==> config.mk <==
export PLATFORM = sky130hd
export DESIGN_NAME = rdout_stage
export DESIGN_NICKNAME = d
export VERILOG_FILES = /design/src/rtl/rdout_pkg.sv /design/src/rtl/rdout_cmd_reg.sv /design/src/rtl/rdout_pipe_reg.sv /design/src/rtl/rdout_lane_drv.sv /design/src/rtl/rdout_stage.sv
export SDC_FILE = /design/constraint.sdc
export NUM_CORES = 1
export LEC_CHECK = 0
export ABC_CLOCK_PERIOD_IN_PS = 2600
export CORE_MARGIN = 2
export CORE_UTILIZATION = 63
export CTS_CLUSTER_SIZE = 28
export DETAILED_ROUTE_END_ITERATION = 12
export DONT_BUFFER_PORTS = 1
export GPL_ROUTABILITY_DRIVEN = 0
export PLACE_DENSITY = 0.79
export SYNTH_ARGS = -nofsm -noshare
export SYNTH_HDL_FRONTEND = slang
export SYNTH_HIERARCHICAL = 1
export SYNTH_SLANG_ARGS = --single-unit
==> constraint.sdc <==
create_clock -name clk -period 2.6 [get_ports clk]
set_clock_uncertainty 0.15 [all_clocks]
set_input_delay 0.13 -clock clk [delete_from_list [all_inputs] [get_ports clk]]
set_output_delay 0.13 -clock clk [all_outputs]
set_load 0.05 [all_outputs]
==> src/rtl/rdout_pkg.sv <==
package rdout_pkg;
  typedef enum logic [1:0] {
    CMD_HOLD  = 2'b00,
    CMD_READ  = 2'b01,
    CMD_WRITE = 2'b10,
    CMD_DESEL = 2'b11
  } rd_cmd_e;
endpackage

==> src/rtl/rdout_cmd_reg.sv <==
module rdout_cmd_reg
  import rdout_pkg::*;
(
  input  logic    clk,
  input  logic    rst_n,
  input  rd_cmd_e cmd_d,
  output rd_cmd_e cmd_q,
  output logic    s1_rd,
  output logic    s1_kill
);
  rd_cmd_e cmd_nxt;

  always_comb begin
    cmd_nxt = cmd_d;
  end

  always_ff @(posedge clk or negedge rst_n) begin
    if (!rst_n) cmd_q <= CMD_DESEL;
    else        cmd_q <= cmd_nxt;
  end

  // a captured deselect or write switches drivers off at once (single-cycle deselect)
  always_comb begin
    s1_rd   = (cmd_q == CMD_READ);
    s1_kill = (cmd_q == CMD_DESEL) || (cmd_q == CMD_WRITE);
  end
endmodule

==> src/rtl/rdout_pipe_reg.sv <==
module rdout_pipe_reg #(
  parameter int DATA_W = 32
) (
  input  logic              clk,
  input  logic              rst_n,
  input  logic              s1_rd,
  input  logic [DATA_W-1:0] arr_rdata,
  output logic [DATA_W-1:0] pipe_data,
  output logic              pipe_vld
);
  logic [DATA_W-1:0] data_nxt;
  logic              load_en;

  always_comb begin
    load_en  = s1_rd;
    data_nxt = arr_rdata;
  end

  always_ff @(posedge clk or negedge rst_n) begin
    if (!rst_n)       pipe_data <= '0;
    else if (load_en) pipe_data <= data_nxt;
  end

  always_ff @(posedge clk or negedge rst_n) begin
    if (!rst_n) pipe_vld <= 1'b0;
    else        pipe_vld <= s1_rd;
  end
endmodule

==> src/rtl/rdout_lane_drv.sv <==
module rdout_lane_drv #(
  parameter int LANE_W = 8
) (
  input  logic              pipe_mode,
  input  logic              drive_en,
  input  logic [LANE_W-1:0] flow_slice,
  input  logic [LANE_W-1:0] pipe_slice,
  output logic [LANE_W-1:0] lane_out,
  output logic              lane_oe
);
  logic [LANE_W-1:0] sel_slice;

  always_comb begin
    sel_slice = pipe_mode ? pipe_slice : flow_slice;
    lane_oe   = drive_en;
    lane_out  = drive_en ? sel_slice : '0;
  end
endmodule

==> src/rtl/rdout_stage.sv <==
module rdout_stage
  import rdout_pkg::*;
#(
  parameter int DATA_W = 32,
  parameter int LANES  = 4
) (
  input  logic              clk,
  input  logic              rst_n,
  input  logic              pipe_mode,
  input  logic [1:0]        cmd_in,
  input  logic [DATA_W-1:0] arr_rdata,
  input  logic              oe_n,
  output logic [DATA_W-1:0] dq_out,
  output logic [LANES-1:0]  dq_oe
);
  localparam int LANE_W = DATA_W / LANES;

  rd_cmd_e           cmd_q;
  logic              s1_rd;
  logic              s1_kill;
  logic [DATA_W-1:0] pipe_data;
  logic              pipe_vld;
  logic              path_vld;
  logic              drive_en;

  rdout_cmd_reg u_cmd (
    .clk     (clk),
    .rst_n   (rst_n),
    .cmd_d   (rd_cmd_e'(cmd_in)),
    .cmd_q   (cmd_q),
    .s1_rd   (s1_rd),
    .s1_kill (s1_kill)
  );

  rdout_pipe_reg #(.DATA_W(DATA_W)) u_pipe (
    .clk       (clk),
    .rst_n     (rst_n),
    .s1_rd     (s1_rd),
    .arr_rdata (arr_rdata),
    .pipe_data (pipe_data),
    .pipe_vld  (pipe_vld)
  );

  // three-term driver enable: path valid, no captured kill, async enable low
  always_comb begin
    path_vld = pipe_mode ? pipe_vld : s1_rd;
    drive_en = path_vld & ~s1_kill & ~oe_n;
  end

  for (genvar g = 0; g < LANES; g++) begin : g_lane
    rdout_lane_drv #(.LANE_W(LANE_W)) u_lane (
      .pipe_mode  (pipe_mode),
      .drive_en   (drive_en),
      .flow_slice (arr_rdata[g*LANE_W +: LANE_W]),
      .pipe_slice (pipe_data[g*LANE_W +: LANE_W]),
      .lane_out   (dq_out[g*LANE_W +: LANE_W]),
      .lane_oe    (dq_oe[g])
    );
  end

  assert_lanes_together_R9: assert property (@(posedge clk) disable iff (!rst_n)
    (dq_oe == '0) || (dq_oe == '1));

  assert_idle_zero_R10: assert property (@(posedge clk) disable iff (!rst_n)
    (dq_oe == '0) |-> (dq_out == '0));

  assert_kill_off_R5: assert property (@(posedge clk) disable iff (!rst_n)
    (cmd_q == CMD_DESEL) |-> (dq_oe == '0));

  assert_write_hiz_R6: assert property (@(posedge clk) disable iff (!rst_n)
    (cmd_q == CMD_WRITE) |-> (dq_oe == '0));

  assert_oe_gate_R7: assert property (@(posedge clk) disable iff (!rst_n)
    oe_n |-> (dq_oe == '0));

  assert_flow_pass_R2: assert property (@(posedge clk) disable iff (!rst_n)
    (!pipe_mode && (cmd_q == CMD_READ) && !oe_n) |-> ((dq_oe == '1) && (dq_out == arr_rdata)));

  assert_pipe_latency_R3: assert property (@(posedge clk) disable iff (!rst_n)
    (pipe_mode && $past(cmd_q == CMD_READ) && (cmd_q != CMD_DESEL) && (cmd_q != CMD_WRITE) && !oe_n)
      |-> ((dq_oe == '1) && (dq_out == $past(arr_rdata))));
endmodule

==> results of run 1 <==
-- Yosys cell counts --
| cell | number |
|---|---|
| mux2i_1 | 33 |
| dfstp_2 | 2 |
| nor3_2 | 1 |
| clkbuf_1 | 1 |
| buf_4 | 4 |
| mux2_4 | 30 |
| nor2b_1 | 33 |
| mux2_2 | 2 |
| buf_12 | 3 |
| dfrtp_1 | 33 |
| buf_6 | 5 |
-- cells by family after synthesis --
logic type / after synthesis / share of synthesized area
flops: 35 / 0.429
buf+inv: 13 / 0.0733
mux: 65 / 0.392
simple gates: 34 / 0.106
-- metrics by stage --
stage               cell area [µm²]  worst slack, ps  cells
detailed placement             2710              597    213
global placement               2710              662    213
floorplan                      2130              188    147
==> flow_metrics.tcl, run 1 <==
set metrics [dict create \
    ys.warnings.count 6 \
    syn_nets 185 \
    syn_inst 147 \
    synth-seq-cells 35 \
    io_buffers 0 \
    start_util 0.665 \
    dieWidth_um 61.0 \
    cts_hold_buf 36 \
    outcome "stopped before the end" \
    cts_sinks 35 \
    synth.distinct_cells 11 \
    cts_setup_buffers 0 \
    fp.dieH_um 61.0 \
    syn-mean-instance-area_um2 13.9 \
    cts_made_buffers 5 \
    io_pins 74 \
    postCtsResizedCells 0 \
    yosysTopAreaCell "dfrtp_1" \
    yosysTopAreaCellShare 0.403 \
    clock-root-buffer "clkbuf_4" \
    clk_path_buf_depth 2 \
    firstError "[ERROR DPL-0038] Utilization greater than 100%, impossible to legalize" \
    hpwl_mm 2.95 \
    synthTopCellsByArea "dfrtp_1, mux2_4, mux2i_1, nor2b_1, buf_12" \
    num_rows 20 \
    flow.stopped_at "4_1_cts" \
    cts_max_level 2 \
    syn_area_um2 2050 \
    ys_seq_area_frac 0.429 \
]
==> run 2, diff against run 1 <==
--- a/config.mk
+++ b/config.mk
@@ -7,12 +7,11 @@
 export LEC_CHECK = 0
 export ABC_CLOCK_PERIOD_IN_PS = 2600
 export CORE_MARGIN = 2
-export CORE_UTILIZATION = 63
-export CTS_CLUSTER_SIZE = 28
+export CORE_UTILIZATION = 40
 export DETAILED_ROUTE_END_ITERATION = 12
 export DONT_BUFFER_PORTS = 1
 export GPL_ROUTABILITY_DRIVEN = 0
-export PLACE_DENSITY = 0.79
+export PLACE_DENSITY_LB_ADDON = 0.15
 export SYNTH_ARGS = -nofsm -noshare
 export SYNTH_HDL_FRONTEND = slang
 export SYNTH_HIERARCHICAL = 1
==> run 2 against run 1 <==
Against the previous run:
- the flow now finishes without violations
- synthesized area stayed put
- synthesized cell count stayed put
==> flow_metrics.tcl, run 2 <==
set metrics [dict create \
    reg2reg_from "u_cmd/cmd_q[0]" \
    critPathSlowestCell "dfstp_2" \
    synthTopCellsByArea "dfrtp_1, mux2_4, mux2i_1, nor2b_1, buf_12" \
    crit_path_end_kind "output port" \
    synthTopCellsByCount "dfrtp_1, mux2i_1, nor2b_1" \
    yosysTopAreaCellShare 0.403 \
    postCtsResizedCells 0 \
    fmax_mhz 462 \
    cts.clk_slew.worst_paths_ps 70 \
    p_sw_frac 0.263 \
    num_vias 1338 \
    ys_seq_area_frac 0.429 \
    core_um2 5010 \
    max_cap_violations 0 \
    p_switching_uw 380 \
    start_util 0.409 \
    cts_made_buffers 5 \
    yosysTopAreaCell "dfrtp_1" \
    final_cell_mix "dlygate4sd3_1, buf_12, mux2i_1, dfrtp_1, nor2b_2" \
    drive_gt1_frac 0.523 \
    p_leak_uw 0.00141 \
    total_power_uw 1450 \
    grtUsageTotal 0.171 \
    power_frac_comb 0.262 \
    crit_start "u_cmd/cmd_q[0]" \
    final-setup-viol-count 0 \
    cp-start-kind "flop" \
    synth_edf_count 0 \
    period_needed_ps 2170 \
    grt_pass1_wl_mm 7.22 \
    hpwl_mm 2.87 \
    multiInputGateArea_um2 1110 \
    dpl.cell_count 240 \
    vdd_drop_max_v 0.000298 \
    clk_path_buf_depth 2 \
    largest_register_ffs 32 \
    design_area_um2 3220 \
    grt.overflow.total 0 \
    drt_iter0_markers 32 \
    fin_crit_sh 0.833 \
    power.density_nw_per_um2 449 \
    slew_violations 0 \
    power_frac_seq 0.460 \
    slew-limit-headroom 0.599 \
    diodes 0 \
    io_pins 74 \
    num_rows 26 \
    area_growth_pct 57.4 \
    cts_tree "built" \
    clkPwrFrac 0.278 \
    grt_max_degree 36 \
    antenna_found_initial 0 \
    syn_nets 185 \
    ys.warnings.count 6 \
    rr_worst_depth 3 \
    io_buffers 0 \
    cp.required_ps 2320 \
    syn-mean-instance-area_um2 13.9 \
    fillers 418 \
    wl_per_cell_um 15.6 \
    p_int_uw 1070 \
    wirelength_mm 4.44 \
    fin_nets 251 \
    dieArea_um2 5710 \
    syn_inst 147 \
    clock-root-buffer "clkbuf_8" \
    synth-seq-cells 35 \
    fin_cells 284 \
    cts_sinks 35 \
    cp_max_fo 16 \
    post-route-drc-count 0 \
    cts_setup_buffers 0 \
    synthArstFlopShare 1.00 \
    cts_max_level 2 \
    critical_path_arrival_ps 1890 \
    top_register "u_pipe/pipe_data" \
    tns_ps 0 \
    clock_latency_ps 280 \
    synth_flop_cell "dfrtp_1" \
    crit_chain "nor2b_4, mux2i_1, nor3_4, buf_4, nor2b_2, buf_12" \
    path_class "flop to output port" \
    fp.dieH_um 75.6 \
    reg.largest.list "u_pipe/pipe_data x32, u_cmd/cmd_q x2, u_pipe/pipe_vld x1" \
    dieWidth_um 75.6 \
    cts_hold_buf 36 \
    cp_slowest_stage_delay_ps 520 \
    final_common_cell "dlygate4sd3_1" \
    dr.pass1.iters 2 \
    grt_pass1_vias 1532 \
    syn_area_um2 2050 \
    antenna_left 0 \
    placed_area_um2 2760 \
    outcome "complete, no violations" \
    finish.utilization 0.644 \
    via_per_inst 4.71 \
    grt_setup_unrepaired "false" \
    hold_violations 0 \
    worst_pin_slew_ps 601 \
    min_path_type "input port to asynchronous set/reset pin" \
    synth.distinct_cells 11 \
    regArea_um2 878 \
]
[run 2: cell counts after synthesis]
No cell type changed its count.
[run 2: cell type report]
cell class / count / share of cell area
Clock buffer: 7 / 0.0268
Clock inverter: 1 / 0.00155
Multi-Input combinational cell: 99 / 0.345
Sequential cell: 35 / 0.272
Tap cell: 70 / 0.0272
Timing Repair Buffer: 72 / 0.327
[run 2: critical path, delay by kind of cell, from the launching register on]
kind                   cells  cell delay [ps]
and+or+nand+nor            3              530
muxes                      1              100
DFF                        1              520
buffers and inverters      2              460
[run 2: metrics by stage]
stage,setup slack [ps],hold WS [ps]
final,434,141
after global routing,297,140
after CTS,400,135
after detailed placement,721,-315
after global placement,758,-315
after floorplan,188,-316
[run 2: worst paths after layout]
kind | slack (ps) | endpoint
worst max-delay path | 430 | dq_out[16]
max in group asynchronous | 1900 | u_cmd/cmd_q[0]
worst min register to register | 360 | u_pipe/pipe_data[15]
worst min-delay path | 140 | u_pipe/pipe_data[4]
worst max register to register | 770 | u_pipe/pipe_data[31]
min in group clk | 240 | u_cmd/cmd_q[0]
[run 2: cell families (layout without fill, tap and decap cells)]
logic type / Yosys count / in the layout / share of synthesized area
mux: 65 / 65 / 0.392
flops: 35 / 35 / 0.429
simple gates: 34 / 34 / 0.106
buf+inv: 13 / 80 / 0.0733
[run 2: power by group through the flow]
| stage | Clock [µW] | Sequential (µW) | Combinational [µW] |
|---|---|---|---|
| finish | 402 | 666 | 379 |
| global route | 442 | 675 | 403 |
| CTS | 409 | 666 | 382 |
| detailed placement | 0 | 674 | 322 |
| global placement | 0 | 670 | 315 |
| floorplan | 0 | 660 | 274 |
[run 2: layer usage]
layer | global-route usage | share of wire | vias to the layer above
met1 | 0.205 | 0.41 | 656
met3 | 0.0661 | 0.069 | 6
li1 | - | - | 631
met4 | 0.0409 | 0.0088 | 0
met2 | 0.290 | 0.51 | 45
met5 | 0 | 0 | -
Note: power is estimated with default switching activity, not from simulation.
==> run 3, diff against run 2 <==
--- a/config.mk
+++ b/config.mk
@@ -5,7 +5,7 @@
 export SDC_FILE = /design/constraint.sdc
 export NUM_CORES = 1
 export LEC_CHECK = 0
-export ABC_CLOCK_PERIOD_IN_PS = 2600
+export ABC_CLOCK_PERIOD_IN_PS = 2150
 export CORE_MARGIN = 2
 export CORE_UTILIZATION = 40
 export DETAILED_ROUTE_END_ITERATION = 12
==> constraint.sdc (replaced) <==
create_clock -name clk -period 2.15 [get_ports clk]
set_clock_uncertainty 0.15 [all_clocks]
set_input_delay 0.1075 -clock clk [delete_from_list [all_inputs] [get_ports clk]]
set_output_delay 0.1075 -clock clk [all_outputs]
set_load 0.05 [all_outputs]
==> run 3 against run 2 <==
Against the previous run:
- wire length rose by 6.8%
- non-clock buffer count grew 1
- critical path type unchanged
- setup slack lost 330 ps
- flip-flop and latch count stayed put
- largest power group unchanged
- clock power is 11% higher
- largest cell class unchanged
- sequential power is 21% higher
- utilization grew 0.17 points
- clock-buffer cell count increased by 1
- global-route usage increased by 0.15 points
- sequential share of layout area is 0.074 points lower
- worst hold slack better by 4.2 ps
==> flow_metrics.tcl, run 3 (synthesis gave the netlist of run 2 again) <==
set metrics [dict create \
    grt_max_degree 36 \
    total_power_uw 1720 \
    antenna_left 0 \
    crit_path_end_kind "output port" \
    core_um2 5010 \
    drt_iter0_markers 81 \
    wirelength_mm 4.75 \
    tns_ps 0 \
    cp_max_fo 34 \
    wl_per_cell_um 16.6 \
    grt_setup_unrepaired "false" \
    final_cell_mix "buf_12, dlygate4sd3_1, mux2i_1, dfrtp_1, nor2b_2" \
    grt.overflow.total 0 \
    crit_chain "nor2b_4, mux2i_1, nor3_4, buf_12, nor2b_2, buf_12" \
    antenna_found_initial 0 \
    dpl.cell_count 241 \
    cp_slowest_stage_delay_ps 520 \
    cts_sinks 35 \
    final-setup-viol-count 0 \
    dr.pass1.iters 4 \
    area_growth_pct 57.8 \
    grt_pass1_vias 1493 \
    num_rows 26 \
    fin_crit_sh 0.952 \
    fin_cells 285 \
    critPathSlowestCell "dfstp_2" \
    critical_path_buf_inv_count 2 \
    cts_max_level 2 \
    grtUsageTotal 0.172 \
    io_pins 74 \
    grt_pass1_wl_mm 7.31 \
    cpLargestDelayFamily "simple AND/OR/NAND/NOR gates" \
    start_util 0.409 \
    cts_made_buffers 5 \
    critical_path_arrival_ps 1790 \
    outcome "complete, no violations" \
    hold_violations 0 \
    fp.dieH_um 75.6 \
    rr_worst_depth 3 \
    max_cap_violations 0 \
    io_buffers 0 \
    dieArea_um2 5710 \
    fmax_mhz 489 \
    cts_tree "built" \
    min_path_type "input port to asynchronous set/reset pin" \
    power.density_nw_per_um2 531 \
    slew_violations 0 \
    cp.depth 6 \
    clock-root-buffer "clkbuf_8" \
    clock_latency_ps 270 \
    cts.clk_slew.worst_paths_ps 80 \
    reg.largest.list "u_pipe/pipe_data x32, u_cmd/cmd_q x2, u_pipe/pipe_vld x1" \
    worst_pin_slew_ps 325 \
    hpwl_mm 2.88 \
    via_per_inst 4.67 \
    clk_path_buf_depth 2 \
    path_class "flop to output port" \
    finish.utilization 0.645 \
    cp_common_cell "buf_12" \
    num_vias 1330 \
    largest_register_ffs 32 \
    cts_setup_buffers 0 \
    cp.required_ps 1890 \
    fin_nets 252 \
    top_register "u_pipe/pipe_data" \
    vdd_drop_max_v 0.000317 \
    drive_gt1_frac 0.516 \
    dieWidth_um 75.6 \
    p_leak_uw 0.00141 \
    slew-limit-headroom 0.783 \
    post-route-drc-count 0 \
    diodes 0 \
    cp-start-kind "flop" \
    period_needed_ps 2050 \
]
## run 3: stage by stage
| stage | setup slack, ps | hold WS [ps] | area (µm²) |
|---|---|---|---|
| 2_1_floorplan | -1.97 | -338 | 2130 |
| 3_3_place_gp | 346 | -337 | 2770 |
| 3_5_place_dp | 267 | -337 | 2770 |
| 4_1_cts | 33.8 | 130 | 3220 |
| 5_1_grt | 24.6 | 148 | 3230 |
| 6_report | 103 | 145 | 3230 |
## run 3: repair_timing
| item | 4_1_cts | 5_1_grt |
|---|---|---|
| endpoints found under the setup margin | 32 | 32 |
| hold buffers | 36 | 0 |
| hold endpoints to repair | 69 | 0 |
| resized for setup | 1 | 2 |
## run 3: area by class of cell
cell class	instances	area, µm²
Clock buffer	8	80.1
Fill cell	416	1780
Multi-Input combinational cell	99	1110
Sequential cell	35	878
Tap cell	70	87.6
Timing Repair Buffer	73	1070
## run 3: worst paths after layout
check / startpoint / to / slack [ps]
setup reg to reg: u_cmd/cmd_q[0] / u_pipe/pipe_data[31] / 530
min in group clk: cmd_in[1] / u_cmd/cmd_q[1] / 240
setup / recovery: u_cmd/cmd_q[0] / dq_out[30] / 100
hold / removal: rst_n / u_pipe/pipe_data[5] / 140
hold reg to reg: u_pipe/pipe_data[8] / u_pipe/pipe_data[8] / 360
max in group asynchronous: rst_n / u_cmd/cmd_q[0] / 1450
## run 3: report_power, final
part,switching (µW),internal (µW)
sequential,53.8,752
combinational,182,281
clock,218,230
## run 3: metal layers
metal / wire length (µm) / part of all wire / GRT usage / vias up
met1: 2030 / 0.43 / 0.223 / 648
met5: 0 / 0 / 0 / -
li1: - / - / - / 635
met4: 22 / 0.0046 / 0.0643 / 0
met3: 289 / 0.061 / 0.0410 / 2
met2: 2400 / 0.51 / 0.281 / 45
==> run 4, diff against run 3 <==
--- a/config.mk
+++ b/config.mk
@@ -6,9 +6,9 @@
 export NUM_CORES = 1
 export LEC_CHECK = 0
 export ABC_CLOCK_PERIOD_IN_PS = 2150
-export CORE_MARGIN = 2
-export CORE_UTILIZATION = 40
+export CORE_AREA = 2 2 63 65
 export DETAILED_ROUTE_END_ITERATION = 12
+export DIE_AREA = 0 0 65 67
 export DONT_BUFFER_PORTS = 1
 export GPL_ROUTABILITY_DRIVEN = 0
 export PLACE_DENSITY_LB_ADDON = 0.15
==> run 4 against run 3 <==
Against the previous run:
- the run now ends with setup timing left
- clock-buffer cell count unchanged
- register-to-register slack got worse by 120 ps
- worst hold slack better by 31 ps
- cell area increased by 2.8%
- sequential share of layout area fell by 0.74 points
- critical path depth did not move
- wire length grew 32%
- final cell count down 6.7%
- via count increased by 7.2%
- combinational power increased by 9.7%
- critical path type unchanged
- critical endpoint is now dq_out[26]
==> flow_metrics.tcl, run 4 (synthesis gave the netlist of run 2 again) <==
set metrics [dict create \
    cts_tree "built" \
    met2_length_mm 3.31 \
    worst_pin_slew_ps 367 \
    cp.required_ps 1890 \
    critical_path_buf_inv_count 2 \
    min_path_type "input port to asynchronous set/reset pin" \
    met1_length_mm 2.47 \
    top_register "u_pipe/pipe_data" \
    cp-start-kind "flop" \
    route.top_layer_used "met4" \
    antenna_left 0 \
    fp.dieH_um 67 \
    power.density_nw_per_um2 557 \
    grt_pass1_vias 1646 \
    hpwl_mm 2.94 \
    diodes 0 \
    critPathSlowestCell "dfstp_2" \
    num_rows 22 \
    wirelength_mm 6.24 \
    largest_register_ffs 32 \
    grt.overflow.total 0 \
    io_pins 74 \
    design_area_um2 3320 \
    slew-limit-headroom 0.749 \
    fin_crit_sh 1.04 \
    cp_slowest_stage_delay_ps 540 \
    grtUsageTotal 0.274 \
    critical_path_arrival_ps 1980 \
    post-route-drc-count 0 \
    cts_made_buffers 5 \
    cts.clk_slew.worst_paths_ps 70 \
    cts_max_level 2 \
    final-setup-viol-count 32 \
    drive_gt1_frac 0.537 \
    setup_ws_ps -82.9 \
    cp_max_fo 14 \
    wl_met3_um 349 \
    grt_pass1_wl_mm 8.67 \
    slew_violations 0 \
    drt_iter0_markers 125 \
    grt_max_degree 36 \
    p_leak_uw 0.00145 \
    dieArea_um2 4360 \
    cts_sinks 35 \
    grt_setup_unrepaired "true" \
    core_um2 3610 \
    via_per_inst 5.36 \
    outcome "finished with violations" \
    violations "setup timing" \
    reg.largest.list "u_pipe/pipe_data x32, u_cmd/cmd_q x2, u_pipe/pipe_vld x1" \
    fmax_mhz 448 \
    fillers 109 \
    period_needed_ps 2230 \
    clock_latency_ps 280 \
    clock-root-buffer "clkbuf_8" \
    placed_area_um2 2760 \
    crit_path_end_kind "output port" \
    tns_ps -1180 \
    dr.pass1.iters 4 \
    cpLargestDelayFamily "simple AND/OR/NAND/NOR gates" \
    wl_per_cell_um 23.5 \
    max_cap_violations 0 \
    antenna_found_initial 0 \
    vdd_drop_max_v 0.000596 \
    hold_violations 0 \
    io_buffers 0 \
    area_growth_pct 62.2 \
    fin_nets 255 \
    start_util 0.568 \
    crit_chain "nor2b_4, mux2i_4, nor3_4, buf_4, nor2b_2, buf_12" \
    path_class "flop to output port" \
    clk_path_buf_depth 2 \
    final_cell_mix "buf_12, dlygate4sd3_1, dfrtp_1, mux2i_1, mux2_4" \
    dieWidth_um 65 \
    num_vias 1426 \
]
[run 4: changes by cell type in the layout (fill, tap and decap cells not counted), sizes merged]
| cell | previous run | this run |
|---|---|---|
| buf | 38 | 41 |
[run 4: path summary, 6_finish.rpt]
path,start,depth (start not counted),slack (ps),to
hold / removal,rst_n,2,180,u_pipe/pipe_data[11]
min in group clk,cmd_in[1],1,220,u_cmd/cmd_q[1]
setup reg to reg,u_cmd/cmd_q[0],4,410,u_pipe/pipe_data[31]
max in group asynchronous,rst_n,2,1430,u_cmd/cmd_q[1]
hold reg to reg,u_pipe/pipe_data[28],1,380,u_pipe/pipe_data[28]
setup / recovery,u_cmd/cmd_q[0],6,-80,dq_out[26]
[run 4: repair_timing]
item	in CTS	in global routing
cloned	0	1
hold endpoints to repair	69	0
buffers inserted	0	2
gates resized for setup	1	16
hold buffers	36	0
setup endpoints to repair	1	32
[run 4: stage by stage]
stage,power [µW],std cells,utilization,worst slack (ps),hold slack [ps]
2_1_floorplan,1130,147,-,-1.97,-338
3_3_place_gp,1190,219,0.764,410,-337
3_5_place_dp,1210,219,0.764,309,-337
4_1_cts,1800,263,0.896,29.3,142
5_1_grt,1920,266,0.922,-156,187
6_report,1850,266,0.922,-82.9,175
[run 4: where the power goes]
group	switching [µW]	internal, µW
Clock	232	292
Combinational	216	291
Sequential	67.3	753
Total	516	1340
[run 4: cell type report]
class / count / area, µm² / area share
Clock buffer: 8 / 100 / 0.0301
Multi-Input combinational cell: 99 / 1180 / 0.355
Sequential cell: 35 / 878 / 0.264
Tap cell: 48 / 60.1 / 0.0181
Timing Repair Buffer: 76 / 1100 / 0.332
[run 4: routing by layer]
metal	up-vias	track usage
met2	66	0.481
met4	0	0.0665
met5	-	0
met3	11	0.0861
li1	641	-
met1	708	0.327
